[src/rtl/lbr_pkg.sv]
`timescale 1ns/1ps
package lbr_pkg;

    typedef enum logic [1:0] {
        EV_BRANCH = 2'd0,
        EV_INTR   = 2'd1,
        EV_EXC    = 2'd2,
        EV_DEBUG  = 2'd3
    } ev_kind_t;

    typedef enum logic [1:0] {
        ST_OFF    = 2'd0,
        ST_REC    = 2'd1,
        ST_FROZEN = 2'd2
    } rec_state_t;

endpackage

[src/rtl/lbr_ctrl.sv]
`timescale 1ns/1ps
module lbr_ctrl
    import lbr_pkg::*;
#(
    parameter int DEPTH = 8,
    localparam int PTR_W = $clog2(DEPTH)
) (
    input  logic             clk,
    input  logic             rst_n,
    input  logic             enable,
    input  logic             evt_valid,
    input  logic [1:0]       evt_kind,
    output logic [PTR_W-1:0] tos,
    output logic             wr_en,
    output logic [PTR_W-1:0] wr_ptr,
    output rec_state_t       state
);

    localparam logic [PTR_W-1:0] LAST = PTR_W'(DEPTH - 1);

    rec_state_t state_nxt;
    ev_kind_t   kind;
    logic       is_debug;

    assign kind     = ev_kind_t'(evt_kind);
    assign is_debug = (kind == EV_DEBUG);

    // next-state decision
    always_comb begin
        state_nxt = state;
        unique case (state)
            ST_OFF: begin
                if (enable) state_nxt = ST_REC;
            end
            ST_REC: begin
                if (!enable)                     state_nxt = ST_OFF;
                else if (evt_valid && is_debug)  state_nxt = ST_FROZEN;
            end
            ST_FROZEN: begin
                if (!enable) state_nxt = ST_OFF;
            end
            default: state_nxt = ST_OFF;
        endcase
    end

    // state register
    always_ff @(posedge clk) begin
        if (!rst_n) state <= ST_OFF;
        else        state <= state_nxt;
    end

    // outputs of the machine: write strobe and the slot it targets
    always_comb begin
        wr_en  = 1'b0;
        wr_ptr = (tos == LAST) ? '0 : tos + 1'b1;
        unique case (state)
            ST_REC:    wr_en = enable && evt_valid && !is_debug;
            ST_OFF:    wr_en = 1'b0;
            ST_FROZEN: wr_en = 1'b0;
            default:   wr_en = 1'b0;
        endcase
    end

    // pointer register
    always_ff @(posedge clk) begin
        if (!rst_n)     tos <= LAST;
        else if (wr_en) tos <= wr_ptr;
    end

    AST_TOS_ADVANCE: assert property (@(posedge clk) disable iff (!rst_n)
        wr_en |=> tos == (($past(tos) == LAST) ? '0 : $past(tos) + 1'b1));

    AST_TOS_HOLD: assert property (@(posedge clk) disable iff (!rst_n)
        !wr_en |=> $stable(tos));

    AST_DBG_FREEZE: assert property (@(posedge clk) disable iff (!rst_n)
        (state == ST_REC && enable && evt_valid && evt_kind == 2'd3)
        |=> (state == ST_FROZEN && $stable(tos)));

    AST_FROZEN_STAYS: assert property (@(posedge clk) disable iff (!rst_n)
        (state == ST_FROZEN && enable) |=> state == ST_FROZEN);

    AST_OFF_NO_WRITE: assert property (@(posedge clk) disable iff (!rst_n)
        (state == ST_OFF) |=> $stable(tos));

endmodule

[src/rtl/lbr_store.sv]
`timescale 1ns/1ps
module lbr_store #(
    parameter int DEPTH  = 8,
    parameter int ADDR_W = 32,
    localparam int PTR_W = $clog2(DEPTH),
    localparam int REC_W = 2 * ADDR_W
) (
    input  logic              clk,
    input  logic              rst_n,
    input  logic              wr_en,
    input  logic [PTR_W-1:0]  wr_ptr,
    input  logic [ADDR_W-1:0] src_addr,
    input  logic [ADDR_W-1:0] dst_addr,
    output logic [REC_W-1:0]  rec [DEPTH]
);

    logic [DEPTH-1:0] we_vec;
    logic [REC_W-1:0] packed_rec;

    // destination in the upper half, source in the lower half
    assign packed_rec = {dst_addr, src_addr};

    for (genvar i = 0; i < DEPTH; i++) begin : g_slot
        assign we_vec[i] = wr_en && (wr_ptr == PTR_W'(i));

        always_ff @(posedge clk) begin
            if (!rst_n)         rec[i] <= '0;
            else if (we_vec[i]) rec[i] <= packed_rec;
        end

        AST_SLOT_KEEP: assert property (@(posedge clk) disable iff (!rst_n)
            !we_vec[i] |=> $stable(rec[i]));
    end

    AST_WE_ONEHOT: assert property (@(posedge clk) disable iff (!rst_n)
        $onehot0(we_vec));

endmodule

[src/rtl/lbr_rdport.sv]
`timescale 1ns/1ps
module lbr_rdport #(
    parameter int DEPTH  = 8,
    parameter int ADDR_W = 32,
    localparam int PTR_W = $clog2(DEPTH),
    localparam int REC_W = 2 * ADDR_W,
    localparam int RA_W  = PTR_W + 1
) (
    input  logic             clk,
    input  logic             rst_n,
    input  logic [RA_W-1:0]  rd_addr,
    input  logic [REC_W-1:0] rec [DEPTH],
    input  logic [PTR_W-1:0] tos,
    output logic [REC_W-1:0] rd_data
);

    localparam logic [RA_W-1:0] TOS_ADDR = RA_W'(DEPTH);

    logic [REC_W-1:0] sel;

    always_comb begin
        if (rd_addr < TOS_ADDR)       sel = rec[rd_addr[PTR_W-1:0]];
        else if (rd_addr == TOS_ADDR) sel = {{(REC_W-PTR_W){1'b0}}, tos};
        else                          sel = '0;
    end

    always_ff @(posedge clk) begin
        if (!rst_n) rd_data <= '0;
        else        rd_data <= sel;
    end

    AST_RD_UNMAPPED: assert property (@(posedge clk) disable iff (!rst_n)
        (rd_addr > TOS_ADDR) |=> rd_data == '0);

    AST_RD_TOS: assert property (@(posedge clk) disable iff (!rst_n)
        (rd_addr == TOS_ADDR) |=> rd_data[PTR_W-1:0] == $past(tos));

endmodule

[src/rtl/lbr_stack.sv]
`timescale 1ns/1ps
module lbr_stack
    import lbr_pkg::*;
#(
    parameter int DEPTH  = 8,
    parameter int ADDR_W = 32,
    localparam int PTR_W = $clog2(DEPTH),
    localparam int REC_W = 2 * ADDR_W,
    localparam int RA_W  = PTR_W + 1
) (
    input  logic              clk,
    input  logic              rst_n,
    input  logic              enable,
    input  logic              evt_valid,
    input  logic [1:0]        evt_kind,
    input  logic [ADDR_W-1:0] evt_from,
    input  logic [ADDR_W-1:0] evt_to,
    input  logic [RA_W-1:0]   rd_addr,
    output logic [REC_W-1:0]  rd_data,
    output logic [PTR_W-1:0]  tos
);

    logic             wr_en;
    logic [PTR_W-1:0] wr_ptr;
    rec_state_t       state;
    logic [REC_W-1:0] rec [DEPTH];

    lbr_ctrl #(.DEPTH(DEPTH)) u_ctrl (
        .clk       (clk),
        .rst_n     (rst_n),
        .enable    (enable),
        .evt_valid (evt_valid),
        .evt_kind  (evt_kind),
        .tos       (tos),
        .wr_en     (wr_en),
        .wr_ptr    (wr_ptr),
        .state     (state)
    );

    lbr_store #(.DEPTH(DEPTH), .ADDR_W(ADDR_W)) u_store (
        .clk      (clk),
        .rst_n    (rst_n),
        .wr_en    (wr_en),
        .wr_ptr   (wr_ptr),
        .src_addr (evt_from),
        .dst_addr (evt_to),
        .rec      (rec)
    );

    lbr_rdport #(.DEPTH(DEPTH), .ADDR_W(ADDR_W)) u_rd (
        .clk     (clk),
        .rst_n   (rst_n),
        .rd_addr (rd_addr),
        .rec     (rec),
        .tos     (tos),
        .rd_data (rd_data)
    );

    AST_FROZEN_QUIET: assert property (@(posedge clk) disable iff (!rst_n)
        (state == ST_FROZEN) |=> $stable(tos));

endmodule

[config.mk]
export PLATFORM = sky130hd
export DESIGN_NAME = lbr_stack
export DESIGN_NICKNAME = d
export VERILOG_FILES = /design/src/rtl/lbr_pkg.sv /design/src/rtl/lbr_ctrl.sv /design/src/rtl/lbr_store.sv /design/src/rtl/lbr_rdport.sv /design/src/rtl/lbr_stack.sv
export SDC_FILE = /design/constraint.sdc
export NUM_CORES = 1
export LEC_CHECK = 0
export BUFFER_PORTS_ARGS = -buffer_cell sky130_fd_sc_hd__buf_2
export CORE_MARGIN = 4
export CORE_UTILIZATION = 50
export DETAILED_ROUTE_END_ITERATION = 12
export PLACE_DENSITY = 0.68
export SKIP_LAST_GASP = 1
export SLEW_MARGIN = 20
export SYNTH_ARGS = -nofsm -noshare
export SYNTH_HDL_FRONTEND = slang
export SYNTH_SLANG_ARGS = --single-unit
[constraint.sdc]
create_clock -name clk -period 2.7 [get_ports clk]
set_input_delay 0.135 -clock clk [delete_from_list [all_inputs] [get_ports clk]]
set_output_delay 0.135 -clock clk [all_outputs]
set_load 0.02 [all_outputs]
==> impl_metrics.ini <==
[outcome]
status = finished clean

[power]
p_clk_share_pct = 46.8
p_leak_nw = 9.82
p_int_mw = 13.8
seqPwrFrac_pct = 48.5
p_per_area_nw_per_um2 = 639
pwr-share-comb_pct = 4.6
peakVddDrop_uv = 464
p_switching_mw = 3.94
switching_share_pct = 22.2

[logic_synthesis]
synth_ff_type = dfxtp_1
synth-warning-count = 0
synthArstFlopShare_pct = 0
synth_top_family_by_area = multiplexers
synth_largest_area_cell = dfxtp_1
synth_area_um2 = 24100
syn_nets = 2222
synth.area.mux_share_pct = 35.9
synth_cell_type_count = 33
synth-edff-count = 0
synthTopCellsByArea = dfxtp_1 48%, mux2i_1 24%, mux4_2 12%, nand2_1 9.1%, buf_6 1.5%
yosysSeqAreaShare_pct = 48.2
yosys.area_share.simple_pct = 10.8
synth_xor_area_share_pct = 0
syn_area_per_cell_um2 = 11.3
synthCells = 2142
ys_ff_latch = 581
synth_most_common_cell = nand2_1
synth_adder_area_share_pct = 0.311
netlist.area_leader.share_pct = 48.2
yosys-top-cells-count = 582 x nand2_1, 581 x dfxtp_1, 580 x mux2i_1, 124 x mux4_2, 67 x clkbuf_1
synth_compound_area_share_pct = 0.228

[setup_path]
end_kind = flop
rrSetupSlack_ns = 0.34
startpoint_type = flop
reg2reg_depth = 5
required_ns = 3.22
max_stage_delay_ns = 0.48
regToRegEndpoint = u_store.rec[313]$_SDFFE_PN0P_
slowest_stage = nor4b_2
crit_fanout = 22
rr_startpoint = u_ctrl.tos[0]$_SDFFE_PN1P_
worst_path_most_repeated_cell = ha_1
path_class = flop to flop
path_cells = ha_1, ha_1, nor4b_2, buf_4, mux2i_1
worstPathArrival_ns = 2.88

[floorplanning]
rows = 80
io_pins = 141
start_util_pct = 50.5
die_x_um = 228
die_h_um = 228
core_area_um2 = 47700
die-area_um2 = 51800

[placement]
routabilityCongestion = 0.735
hpwl_mm = 32.4
port_buffers = 140

[sta]
hold_viol = 0
slew_viol_final = 0
rsz0062_at_grt = no
hold_ws_ns = 0.0240
period_share_pct = 87.4
fin_skew_ns = 0.0266
slew_headroom_pct = 33.1
worst_slew_pin_slew_ns = 1.00
tns_ns = 0
fin_crit_ns = 2.36
setup_violations = 0
fmax_ghz = 0.424

[routing]
vias_per_cell = 5.45
wirelength_mm = 54.9
drtPass1Iterations = 5
dr_total_vias = 16100
antenna_left = 0
drt_iter0_markers = 1011
avgRoutedWirePerCell_um = 18.6
drc = 0

[global_route]
grt_max_degree = 139
overflow = 0
grt_pass1_vias = 16300
grt_pass1_wl_mm = 88.1
grt_antenna_before_repair = 0
track_usage_pct = 21.0

[min_path]
worstHoldEndpoint = u_store.rec[286]$_SDFFE_PN0P_
hp-start = evt_from[30]
hold_path.class = input pin to flop
min_path_cells = 3

[clock_network]
cts-htree-levels = 2
cts_tree = yes
clock_path_buffers = 3
numClockSinks = 581
cts_buffers = 59
clkLatencyLatePin_ns = 0.62
cts.clk_slew.worst_paths_ns = 0.06
clockRootBuffer = clkbuf_16
post_cts_resized = 0

[layout]
drive_above_1_share_pct = 18.0
seqCellArea_um2 = 11600
multi_input_area_um2 = 11400
diodes = 0
fillerInstances = 3909
area_growth_pct = 15.3
final_nets = 2363

[job]
max_cap_violations = 0
[state kept, by name (all words and copies together), names as in the netlist]
name	flops
u_ctrl.state	2
u_ctrl.tos	3
u_rd.rd_data	64
u_store.rec	512
[power by group through the flow]
stage / clock, mW / combinational [mW] / sequential, mW
2_1_floorplan: 0 / 0.512 / 8.81
3_3_place_gp: 0 / 0.753 / 8.81
3_5_place_dp: 0 / 0.766 / 8.81
4_1_cts: 8.50 / 0.833 / 8.62
5_1_grt: 8.84 / 0.895 / 8.61
6_report: 8.32 / 0.826 / 8.62
[metrics by stage]
step | std cells | setup slack (ns) | cell area [um2] | utilization (%) | power, mW
2_1_floorplan | 2142 | 0.580 | 24100 | - | 9.32
3_3_place_gp | 2776 | 0.443 | 25200 | 52.7 | 9.56
3_5_place_dp | 2776 | 0.361 | 25200 | 52.7 | 9.57
4_1_cts | 2948 | 0.322 | 27800 | 58.2 | 17.9
5_1_grt | 2948 | 0.177 | 27800 | 58.2 | 18.3
6_report | 2948 | 0.339 | 27800 | 58.2 | 17.8
[placed cells by master, fill, tap and decap left out, drive strengths merged, types with 2 or more instances in the layout]
master and n:
ha 6, clkinv 18, mux4 125, nor2 63, nand2 582, nand2b 2, a32o 2, mux2i 580
buf 186, bufinv 5, mux2 2, clkbuf 86, nor4b 4, dlygate4sd3 61, nand3 6, o21ai 3
and4b 2, dfxtp 581, nor3 4, inv 5
[logic make-up (layout without fill, tap and decap cells)]
family | Yosys count | in the layout
buffers and inverters | 170 | 361
multiplexers | 707 | 707
AO/OA/AOI/OAI | 8 | 8
AND/OR/NAND/NOR | 670 | 670
flip-flops | 581 | 581
adder cells (fa/ha/maj) | 6 | 6
[timing repair]
| item | 4_1_cts | 5_1_grt |
|---|---|---|
| hold endpoints to repair | 411 | 0 |
| hold buffers | 61 | 0 |
| buffers inserted | 0 | 0 |
[layer usage]
layer  up-vias  wire length, um  GRT usage, %
met1      8042            24600          28.1
met4         0              983          5.13
li1       7683                -             -
met5         -                0             0
met3        71             1840          2.82
met2       272            27500          36.5
[worst max-delay path by stage]
stage	from	endpoint	slack, ns
after CTS	u_ctrl.tos[0]$_SDFFE_PN1P_	u_store.rec[313]$_SDFFE_PN0P_	0.32
after detailed placement	u_ctrl.tos[0]$_SDFFE_PN1P_	u_store.rec[348]$_SDFFE_PN0P_	0.36
after global placement	u_ctrl.tos[0]$_SDFFE_PN1P_	u_store.rec[93]$_SDFFE_PN0P_	0.44
after floorplan	u_ctrl.tos[0]$_SDFFE_PN1P_	u_store.rec[259]$_SDFFE_PN0P_	0.58
after global routing	u_ctrl.tos[0]$_SDFFE_PN1P_	u_store.rec[313]$_SDFFE_PN0P_	0.18
final	u_ctrl.tos[0]$_SDFFE_PN1P_	u_store.rec[313]$_SDFFE_PN0P_	0.34
[final cells by class]
cell class	count	share of cell area (%)
Tap cell	615	2.77
Inverter	3	0.0405
Sequential cell	581	41.8
Timing Repair Buffer	247	6.95
Clock inverter	25	0.977
Multi-Input combinational cell	1391	41.2
Clock buffer	86	6.22
[worst max-delay path, delay by kind of cell (launching register included)]
kind,cells,cell delay (ns)
adder cells (fa/ha/maj),2,0.68
buffers and inverters,1,0.48
flip-flops,1,0.38
multiplexers,1,0.26
AND/OR/NAND/NOR,1,0.48
No activity file was read; power rests on OpenSTA's default activity.
